--- src/rtl/intc_regs.sv ---
`timescale 1ns/1ps
module intc_regs #(
  parameter int ADDR_W = 8
) (
  input  logic              clk,
  input  logic              rst_n,
  input  logic              wr_en,
  input  logic [ADDR_W-1:0] addr,
  input  logic [31:0]       wdata,
  output logic [31:0]       rdata,
  input  logic [7:0]        src_top,
  input  logic [31:0]       src_a,
  input  logic [31:0]       src_b,
  output logic              irq
);
  localparam logic [ADDR_W-1:0] A_SUM   = ADDR_W'(8'h00);
  localparam logic [ADDR_W-1:0] A_PA    = ADDR_W'(8'h04);
  localparam logic [ADDR_W-1:0] A_PB    = ADDR_W'(8'h08);
  localparam logic [ADDR_W-1:0] A_ROUTE = ADDR_W'(8'h0C);
  localparam logic [ADDR_W-1:0] A_SETA  = ADDR_W'(8'h10);
  localparam logic [ADDR_W-1:0] A_SETB  = ADDR_W'(8'h14);
  localparam logic [ADDR_W-1:0] A_SETT  = ADDR_W'(8'h18);
  localparam logic [ADDR_W-1:0] A_CLRA  = ADDR_W'(8'h1C);
  localparam logic [ADDR_W-1:0] A_CLRB  = ADDR_W'(8'h20);
  localparam logic [ADDR_W-1:0] A_CLRT  = ADDR_W'(8'h24);

  logic [7:0]  en_top;
  logic [31:0] en_a, en_b, route_q;
  logic [7:0]  pt;
  logic [31:0] pa, pb, sum_w;

  always_ff @(posedge clk) begin
    if (!rst_n) begin
      en_top  <= '0;
      en_a    <= '0;
      en_b    <= '0;
      route_q <= '0;
    end else if (wr_en) begin
      case (addr)
        A_SETA:  en_a    <= en_a | wdata;
        A_SETB:  en_b    <= en_b | wdata;
        A_SETT:  en_top  <= en_top | wdata[7:0];
        A_CLRA:  en_a    <= en_a & ~wdata;
        A_CLRB:  en_b    <= en_b & ~wdata;
        A_CLRT:  en_top  <= en_top & ~wdata[7:0];
        A_ROUTE: route_q <= wdata;
        default: ;
      endcase
    end
  end

  assign pt = src_top & en_top;
  assign pa = src_a & en_a;
  assign pb = src_b & en_b;

  assign sum_w = {11'b0, pb[30], pb[25], pb[24], pb[23], pb[22], pb[21],
                  pa[19], pa[18], pa[10], pa[9], pa[7], |pb, |pa, pt};

  assign irq = |{pt, pa, pb};

  always_comb begin
    case (addr)
      A_SUM:           rdata = sum_w;
      A_PA:            rdata = pa;
      A_PB:            rdata = pb;
      A_ROUTE:         rdata = route_q;
      A_SETA, A_CLRA:  rdata = en_a;
      A_SETB, A_CLRB:  rdata = en_b;
      A_SETT, A_CLRT:  rdata = {24'b0, en_top};
      default:         rdata = '0;
    endcase
  end
endmodule

--- config.mk ---
export PLATFORM = sky130hd
export DESIGN_NAME = intc_regs
export DESIGN_NICKNAME = d
export VERILOG_FILES = /design/src/rtl/intc_regs.sv
export SDC_FILE = /design/constraint.sdc
export NUM_CORES = 1
export LEC_CHECK = 0
export BUFFER_PORTS_ARGS = -buffer_cell sky130_fd_sc_hd__buf_4
export CAP_MARGIN = 20
export CORE_MARGIN = 1
export CORE_UTILIZATION = 57
export CTS_CLUSTER_SIZE = 10
export DETAILED_ROUTE_END_ITERATION = 8
export GPL_TIMING_DRIVEN = 0
export PLACE_DENSITY = 0.86
export SETUP_SLACK_MARGIN = 0.4
export SLEW_MARGIN = 10
export SYNTH_ARGS = -nofsm -noshare
export SYNTH_HDL_FRONTEND = slang
export SYNTH_SLANG_ARGS = --single-unit
--- constraint.sdc ---
create_clock -name clk -period 3.2 [get_ports clk]
set_input_delay 0.32 -clock clk [delete_from_list [all_inputs] [get_ports clk]]
set_output_delay 0.32 -clock clk [all_outputs]
set_load 0.005 [all_outputs]
==> qor.csv <==
metric,value,unit
"commonest non-fill, non-tap cell in the layout",buf_4,
overall routed net length,21.9,mm
gpl congestion,1.01,
"EDFF count, synth",0,
largest net degree at the start of global routing,17,
root buf cell,clkbuf_8,
"Reg clk slew, reported paths",100,ps
Ys Warns,0,
ANT nets after route,0,
worst path bufs/invs,5,
Sw Ratio,0.265,
run status,"finished, final reports clean",
vias in the first global route,6222,
Max Cap Violations,0,
Fin Hold WS,148,ps
Post-Synthesis Cells,682,
"Seq/Total Area, Yosys",0.386,
die area,9870,µm²
Worst-Skew Late Latency,370,ps
Most common cell on crit path,buf_4,
clk buf depth,2,
post-synthesis cell type count,45,
crit path max fanout,10,
"Cell Area, Synth",5400,µm²
Leak,2.53,nW
Post-CTS Hold Buffers,0,
Area after DPL,6630,µm²
largest stage delay on the critical path,500,ps
# rows,35,
initial antenna violation count,0,
post-synth net total,797,
Port-buffer cells,145,
Clk pwr share,0.331,
Overflow after GRT,0,
Die Y,99.3,µm
RSZ-0062 raised after global routing,true,
fin area,6900,µm²
Final min period,2820,ps
setup TNS,0,ps
I/O pins,148,
final period utilization,0.880,
DR DRC count,0,
layout net count,956,
cell internal pwr,1.71,mW
Pre-antenna DRT Iters,6,
Psw,617,µW
clk sinks,104,
Slew Limit Fails,0,
Worst Tran Pin Value,746,ps
crit path from,addr[7],
Worst Hold Class,input port to register,
top area cells in the synthesized netlist,"dfxtp_1 (39%), a21oi_1 (14%), a211oi_1 (10%), nand2_1 (7.0%), a22oi_1 (3.9%)",
worst hold start,wdata[19],
hpwl dp,16.1,mm
commonest register cell after synthesis,dfxtp_1,
largest area contributor in the netlist,dfxtp_1,
initial DRC count,736,
share of cells above drive strength 1,0.249,
Setup crit start kind,input port,
fraction of registers with async set/reset,0,
routed vias,6597,
cells along the critical path,buf_4 -> or4_1 -> buf_2 -> nor4_4 -> buf_4 -> buf_4 -> a21oi_1 -> o221ai_1 -> buf_4,
Die Span X,99.3,µm
"FF+latch count, synth",104,
Final Power,2.33,mW
maximum VDD drop,272,µV
combinational share of power,0.111,
WS Path Type,input port to output pin,
H-tree levels,3,
Initial Utilization,0.587,
worst clock skew,0,ps
antenna fix cells,0,
Tot GR Track Use,0.443,
first-pass GRT wire length,33.5,mm
CTS tree,yes,
"Req. time, crit path",2880,ps
core area,9200,µm²
share of total power in sequential cells,0.558,
Crit. End Element,output pin,
Max Fclk,0.355,GHz
vias per std cell,6.90,
post-synth top area share,0.386,
Layout area overhead,27.8,%
CP top delay family,buffers and inverters,
routed length per instance,22.9,µm
final core utilization,0.750,
most frequent cells in the layout,"buf_4 (156), a21oi_1 (153), dfxtp_1 (103)",
"Hold Vio Cnt, Final",0,
Num CTS Buffers,9,
PwrDens,337,nW/µm²
slowest CP cell,or4_1,
syn_area_per_cell,7.92,µm²
slew margin rel.,0.502,
critical path arrival,2500,ps
endpoints failing setup,0,
cell families after synthesis:
logic type / Yosys count / synth area share
AO/OA/AOI/OAI: 333 / 0.403
AND/OR/NAND/NOR: 143 / 0.129
flip-flops: 104 / 0.386
buffers and inverters: 102 / 0.0827
worst register-to-register path, cell delays in order (launching register included):
cell and delay (ps):
dfxtp_1 440, a21oi_1 70, a211oi_1 270
area by class of cell:
| cell class | instances | area (µm²) |
|---|---|---|
| Multi-Input combinational cell | 476 | 2920 |
| Fill cell | 708 | 2300 |
| Sequential cell | 104 | 2080 |
| Timing Repair Buffer | 148 | 1110 |
| Buffer | 54 | 293 |
| Inverter | 48 | 180 |
| Tap cell | 111 | 139 |
| Clock buffer | 10 | 138 |
| Clock inverter | 5 | 33.8 |
metal layers:
| metal | up-vias | track usage | share of wire |
|---|---|---|---|
| li1 | 2864 | - | - |
| met1 | 2995 | 0.562 | 0.37 |
| met2 | 616 | 0.684 | 0.44 |
| met3 | 122 | 0.0998 | 0.13 |
| met4 | 0 | 0.281 | 0.059 |
| met5 | - | 0 | 0 |
worst paths after layout:
kind | endpoint | depth (start not counted) | slack [ps]
hold reg to reg | route_q[21] | 2 | 460
setup reg to reg | register | 2 | 2320
hold / removal | register | 2 | 150
setup / recovery | rdata[11] | 9 | 380
repair_timing:
action                                  in CTS  in global routing
pin swaps                                    1                  3
gates resized for setup                     11                 14
endpoints found under the setup margin      32                 23
buffers inserted                             0                  3
power groups by stage:
stage                     clock, mW  combinational (mW)  sequential (mW)
after floorplan                   0              0.0546             1.33
after global placement            0               0.238             1.33
after detailed placement          0               0.242             1.33
after CTS                     0.754               0.245             1.30
after global routing          0.807               0.268             1.30
final                         0.769               0.259             1.30
per-stage QoR:
step | worst slack [ps] | std cells
after global routing | 392 | 956
after global placement | 184 | 938
after CTS | 366 | 953
after detailed placement | 188 | 938
final | 384 | 956
after floorplan | 941 | 682
Yosys cell counts (all sizes together), types with 4 or more instances:
master    n
a21oi   154
dfxtp   104
nand2   100
a211oi   73
inv      48
a22oi    28
clkbuf   28
buf      26
a32oi    13
o22ai    13
a221o    12
nor2b    10
o221ai    9
a31oi     8
a21o      7
nand4     5
a211o     4
a221oi    4
a22o      4
nand3     4
nor4      4
Note: power is estimated with default switching activity, not from simulation.
